===== src/rtl/cvsd_pkg.sv =====
package cvsd_pkg;

  function automatic int clamp_int(input int v, input int lo, input int hi);
    if (v < lo) return lo;
    if (v > hi) return hi;
    return v;
  endfunction

  function automatic int step_upd(input int st, input logic run, input int inc,
                                  input int mn, input int mx, input int sh);
    if (run) return clamp_int(st + inc, mn, mx);
    return clamp_int(st - (st >>> sh), mn, mx);
  endfunction

  function automatic int integ_upd(input int acc, input int leak, input logic up,
                                   input int st, input int lo, input int hi);
    return clamp_int(acc - leak + (up ? st : -st), lo, hi);
  endfunction

endpackage


===== src/rtl/cvsd_compand.sv =====
module cvsd_compand #(
  parameter int RUN_SHORT = 3,
  parameter int RUN_LONG  = 4
) (
  input  logic clk,
  input  logic rst_n,
  input  logic clr,
  input  logic tick,
  input  logic bit_in,
  input  logic alg_short,
  output logic run_det
);
  localparam int LW = $clog2(RUN_LONG + 1);

  logic [LW-1:0] len_q, len_nx;
  logic          last_q;
  logic [LW-1:0] need;

  assign need = alg_short ? LW'(RUN_SHORT) : LW'(RUN_LONG);

  always_comb begin
    if (len_q != '0 && bit_in == last_q)
      len_nx = (len_q == LW'(RUN_LONG)) ? len_q : len_q + 1'b1;
    else
      len_nx = LW'(1);
  end

  assign run_det = tick && (len_nx >= need);

  always_ff @(posedge clk or negedge rst_n) begin
    if (!rst_n) begin
      len_q  <= '0;
      last_q <= 1'b0;
    end else if (clr) begin
      len_q  <= '0;
      last_q <= 1'b0;
    end else if (tick) begin
      len_q  <= len_nx;
      last_q <= bit_in;
    end
  end
endmodule


===== src/rtl/cvsd_syllabic.sv =====
module cvsd_syllabic
  import cvsd_pkg::*;
#(
  parameter int STEP_W   = 11,
  parameter int STEP_MIN = 8,
  parameter int STEP_MAX = 1024,
  parameter int STEP_INC = 32,
  parameter int DECAY_SH = 4
) (
  input  logic              clk,
  input  logic              rst_n,
  input  logic              clr,
  input  logic              tick,
  input  logic              run_det,
  output logic [STEP_W-1:0] step
);
  always_ff @(posedge clk or negedge rst_n) begin
    if (!rst_n)
      step <= STEP_W'(STEP_MIN);
    else if (clr)
      step <= STEP_W'(STEP_MIN);
    else if (tick)
      step <= STEP_W'(step_upd(int'(step), run_det, STEP_INC, STEP_MIN, STEP_MAX, DECAY_SH));
  end
endmodule


===== src/rtl/cvsd_principal.sv =====
module cvsd_principal
  import cvsd_pkg::*;
#(
  parameter int SAMPLE_W = 12,
  parameter int STEP_W   = 11,
  parameter int LEAK_SH  = 6
) (
  input  logic                       clk,
  input  logic                       rst_n,
  input  logic                       clr,
  input  logic                       tick,
  input  logic                       up,
  input  logic [STEP_W-1:0]          step,
  output logic signed [SAMPLE_W-1:0] integ
);
  localparam int ACC_MAX = 2 ** (SAMPLE_W - 1) - 1;
  localparam int ACC_MIN = -(2 ** (SAMPLE_W - 1));

  int leak;

  generate
    if (LEAK_SH == 0) begin : g_noleak
      assign leak = 0;
    end else begin : g_leak
      assign leak = int'(integ) >>> LEAK_SH;
    end
  endgenerate

  always_ff @(posedge clk or negedge rst_n) begin
    if (!rst_n)
      integ <= '0;
    else if (clr)
      integ <= '0;
    else if (tick)
      integ <= SAMPLE_W'(integ_upd(int'(integ), leak, up, int'(step), ACC_MIN, ACC_MAX));
  end
endmodule


===== src/rtl/cvsd_enc.sv =====
module cvsd_enc #(
  parameter int SAMPLE_W  = 12,
  parameter int STEP_MIN  = 8,
  parameter int STEP_MAX  = 1024,
  parameter int STEP_INC  = 32,
  parameter int DECAY_SH  = 4,
  parameter int LEAK_SH   = 6,
  parameter int RUN_SHORT = 3,
  parameter int RUN_LONG  = 4
) (
  input  logic                       clk,
  input  logic                       rst_n,
  input  logic                       tick,
  input  logic signed [SAMPLE_W-1:0] sample,
  input  logic                       alg_short,
  input  logic                       idle_n,
  input  logic                       data_en,
  input  logic                       pwr_on,
  output logic                       bit_out,
  output logic                       bit_oe
);
  localparam int STEP_W = SAMPLE_W - 1;

  logic                       clr, tick_w, cmp_bit, bit_nx, bit_q, idle_ph_q;
  logic                       run_det;
  logic [STEP_W-1:0]          step_w;
  logic signed [SAMPLE_W-1:0] integ_w;

  assign clr     = !pwr_on;
  assign tick_w  = tick && pwr_on;
  assign cmp_bit = (sample >= integ_w);
  assign bit_nx  = idle_n ? cmp_bit : idle_ph_q;

  always_ff @(posedge clk or negedge rst_n) begin
    if (!rst_n) begin
      bit_q     <= 1'b0;
      idle_ph_q <= 1'b0;
    end else if (clr) begin
      bit_q     <= 1'b0;
      idle_ph_q <= 1'b0;
    end else if (tick_w) begin
      bit_q     <= bit_nx;
      idle_ph_q <= idle_n ? 1'b0 : !idle_ph_q;
    end
  end

  cvsd_compand #(.RUN_SHORT(RUN_SHORT), .RUN_LONG(RUN_LONG)) u_comp (
    .clk(clk), .rst_n(rst_n), .clr(clr), .tick(tick_w),
    .bit_in(bit_nx), .alg_short(alg_short), .run_det(run_det)
  );

  cvsd_syllabic #(.STEP_W(STEP_W), .STEP_MIN(STEP_MIN), .STEP_MAX(STEP_MAX),
                  .STEP_INC(STEP_INC), .DECAY_SH(DECAY_SH)) u_syl (
    .clk(clk), .rst_n(rst_n), .clr(clr), .tick(tick_w),
    .run_det(run_det), .step(step_w)
  );

  cvsd_principal #(.SAMPLE_W(SAMPLE_W), .STEP_W(STEP_W), .LEAK_SH(LEAK_SH)) u_pri (
    .clk(clk), .rst_n(rst_n), .clr(clr), .tick(tick_w),
    .up(bit_nx), .step(step_w), .integ(integ_w)
  );

  assign bit_out = pwr_on && bit_q;
  assign bit_oe  = pwr_on ? data_en : 1'b1;
endmodule


===== config.mk =====
export PLATFORM = sky130hd
export DESIGN_NAME = cvsd_enc
export DESIGN_NICKNAME = d
export VERILOG_FILES = /design/src/rtl/cvsd_pkg.sv /design/src/rtl/cvsd_compand.sv /design/src/rtl/cvsd_syllabic.sv /design/src/rtl/cvsd_principal.sv /design/src/rtl/cvsd_enc.sv
export SDC_FILE = /design/constraint.sdc
export NUM_CORES = 1
export LEC_CHECK = 0
export BUFFER_PORTS_ARGS = -buffer_cell sky130_fd_sc_hd__buf_2
export CAP_MARGIN = 30
export CELL_PAD_IN_SITES_DETAIL_PLACEMENT = 1
export CELL_PAD_IN_SITES_GLOBAL_PLACEMENT = 1
export CORE_AREA = 5 5 103 125
export DETAILED_ROUTE_END_ITERATION = 8
export DIE_AREA = 0 0 108 130
export PLACE_DENSITY_LB_ADDON = 0.1
export SETUP_SLACK_MARGIN = 0.15
export SYNTH_ARGS = -nofsm -noshare
export SYNTH_HDL_FRONTEND = slang
export SYNTH_HIERARCHICAL = 1
export SYNTH_SLANG_ARGS = --single-unit

===== constraint.sdc =====
create_clock -name clk -period 5.9 [get_ports clk]
set_clock_uncertainty 0.05 [all_clocks]
set_input_delay 1.475 -clock clk [delete_from_list [all_inputs] [get_ports clk]]
set_output_delay 1.475 -clock clk [all_outputs]
set_load 0.01 [all_outputs]

==> metrics.md <==
| Metric | Value |
|---|---|
| DRT iter0 DRCs | `425` |
| Yosys reg bits | `29` |
| Routed Wire Length | `roughly 26,000 um` |
| Result of the run | `finished with violations` |
| Half-perimeter wire length after placement | `15,300 um` |
| Number of buffers added by the clock tree synthesis step | `5` |
| First-pass GRT wire length | `33,000 um` |
| Number of pins exceeding their max-slew limit in the final report | `0` |
| Via count | `6,386` |
| Placeable core region | `around 0.011 mm2` |
| Chip Height | `130 um` |
| Post-Syn Area | `0.00539 mm2` |
| Fraction of the core area covered by cells at the end of the flow | `0.636` |
| # H-tree levels | `2` |
| Final Wtd Congestion | `0.913` |
| Root buffer selected by CTS | `clkbuf_16` |
| Final-report hold violation count | `0` |
| Final period util | `1.14` |
| Main flop type after synthesis | `dfrtp_1` |
| Number of clock sinks | `29` |
| Critical path type | `input port to flip-flop` |
| Antenna diode instance count | `0` |
| Number of nets in the final layout | `888` |
| Share of synthesized area occupied by flip-flops and latches | `0.135` |
| Die outline width | `108 um` |
| Total area of sequential cells | `727 um2` |
| Arrival time at the worst endpoint | `6900 ps` |
| Number of nets still failing antenna checks after routing | `0` |
| Proportion of layout cells with a drive suffix above 1 | `0.349` |
| Fin crit period | `slightly below 7000 ps` |
| Largest buffer count on any clock path | `2` |
| Hold-fix buffers at CTS | `0` |
| Final Setup Violations | `12` |
| Die Outline Area | `between 0.01 and 0.015 mm2` |
| Number of top-level pins | `21` |
| Slowest cell on crit path | `fa_1` |
| Critical Path RT | `6050 ps` |
| Initial Util | `0.472` |
| Clk_lat worst skew | `290 ps` |
| Element type at the critical path end | `flip-flop` |
| Net count after synthesis | `769` |
| Number of remaining DRC errors | `0` |
| 1st-pass router iterations | `5` |
| Synth Area per Inst | `between 7 and 8 um2` |
| Routed length per instance | `around 27 um` |
| Area taken by multi-input logic gates | `~0.0047 mm2` |
| CTS tree | `yes` |
| Slew at the pin closest to its max-slew limit | `941 ps` |
| Tightest hold margin | `between 500 and 600 ps` |
| Antenna violations before repair | `0` |
| Setup slack of the critical path after layout | `-843 ps` |
| Fraction of registers with async set/reset | `1.00` |
| RSZ-0062 raised after global routing | `yes` |
| Count of filler cells inserted in the layout | `1,368` |
| Crit path largest cell delay | `700 ps` |
| Timing-limited maximum frequency | `148 MHz` |
| Worst Setup Start Kind | `input port` |
| Maximum number of pins on one net before global-route repair | `30` |
| Post-synth EDFFs | `0` |
| Total Routing Usage GR | `0.299` |
| Cell variety after synth | `90` |
| Clock slew at the register clock pins of the worst setup and hold paths | `roughly 50 ps` |
| Cell row count | `43` |
| Largest fanout on the critical path | `5` |
| Via count of the first global-routing pass | `approximately 6.3k` |
| Post-detailed-route via-to-cell ratio | `~6.6` |
| GRT overflow | `0` |
| Worst min-delay path category | `flip-flop to flip-flop` |
| Yosys warns | `6` |
| Violations in the final reports | `negative setup slack` |
| Port bufs | `20` |
| Worst slew slack as a fraction of its limit | `0.370` |
| Area overhead of the layout relative to synthesis | `34.7%` |
| Total of max-cap violations | `0` |
| Syn Inst Count | `686` |
[cells in the mapped netlist, drive strengths merged, types with 11 or more instances]
master | number | share of area
nor2 | 57 | 0.045
dfrtp | 28 | 0.13
xnor2 | 24 | 0.040
o21ai | 46 | 0.050
and3 | 11 | 0.013
a21oi | 53 | 0.056
nand2 | 53 | 0.039
fa | 12 | 0.045
nand4 | 18 | 0.021
nand3 | 20 | 0.019
inv | 86 | 0.060
clkbuf | 12 | 0.016
o211ai | 11 | 0.015
a21o | 24 | 0.034
ha | 52 | 0.12
buf | 14 | 0.023
[critical path: cells and delay by family]
family	cells	cell delay, ps
fa+ha+maj	3	1340
xor+xnor	1	120
simple gates	7	1560
buf+inv	6	910
compound gates	8	1490
[flip-flops by register name, indices dropped and copies added (netlist names)]
signal	cells
idle_ph_q	1
bit_q	1
u_pri/integ	12
u_syl/step	11
u_comp/last_q	1
u_comp/len_q	3
[layout make-up]
class                   count  share of cell area
inverters                  86              0.0445
multi-input cells         544               0.655
repair buffers            139               0.149
clock buffers               6              0.0191
well taps                 157              0.0271
clock inverters             2             0.00517
flip-flops and latches     29               0.100
[stage by stage]
stage               instance area, um2  setup WS [ps]  setup TNS (ps)  cells
floorplan                         5540           -246           -2380    686
global placement                  6390           -493           -5260    939
detailed placement                6390           -756           -8170    939
CTS                               6760           -302           -3030    954
global route                      7250          -1070          -11880    963
finish                            7250           -843           -9390    963
[what timing repair did]
item                                   CTS  global route
endpoints found under the hold margin    0             0
gates cloned                             0             2
setup endpoints to repair               12            20
resized for setup                       27            75
pin swaps                                9            34
buffers inserted                         7             7
[cell families after synthesis]
logic type               count (synthesis)  synth area share
AND/OR/NAND/NOR                        223             0.219
AO/OA/AOI/OAI                          214             0.304
buffers and inverters                  113             0.100
adder cells (fa/ha/maj)                 64             0.165
XOR/XNOR                                34            0.0581
flip-flops                              29             0.135
multiplexers                             9            0.0179
[final timing paths]
path	depth (start not counted)	slack, ps	start	end
max in group asynchronous	1	4140	rst_n	u_pri/integ[10]$_DFFE_PN0P_
setup / recovery	25	-840	sample[2]	u_pri/integ[9]$_DFFE_PN0P_
min in group asynchronous	1	1190	rst_n	u_comp/last_q$_DFFE_PN0P_
hold / removal	2	550	u_pri/integ[1]$_DFFE_PN0P_	u_pri/integ[1]$_DFFE_PN0P_
setup reg to reg	25	-90	u_pri/integ[2]$_DFFE_PN0P_	u_pri/integ[9]$_DFFE_PN0P_
hold reg to reg	2	550	u_pri/integ[1]$_DFFE_PN0P_	u_pri/integ[1]$_DFFE_PN0P_
[cells in the final DEF, fill, tap and decap left out, types with 12 or more instances in the layout]
| cell | instances |
|---|---|
| xnor2_1 | 12 |
| ha_1 | 41 |
| nand4_1 | 18 |
| o21ai_2 | 12 |
| nand2_1 | 49 |
| buf_4 | 106 |
| nor2_4 | 13 |
| a21oi_1 | 37 |
| nor2_1 | 41 |
| nand3_1 | 19 |
| dfrtp_1 | 28 |
| inv_1 | 83 |
| buf_2 | 19 |
| o21ai_0 | 23 |
| a21o_1 | 22 |
[layer usage]
metal,GRT usage,up-vias,part of all wire
met3,0.0396,187,0.067
met1,0.348,3119,0.36
met2,0.550,366,0.49
met5,0,-,0
li1,-,2714,-
met4,0.120,0,0.079
Power is left out: the tool's default activity adds up to more than one toggle a clock period on the data nets, which glitch-free logic cannot reach.
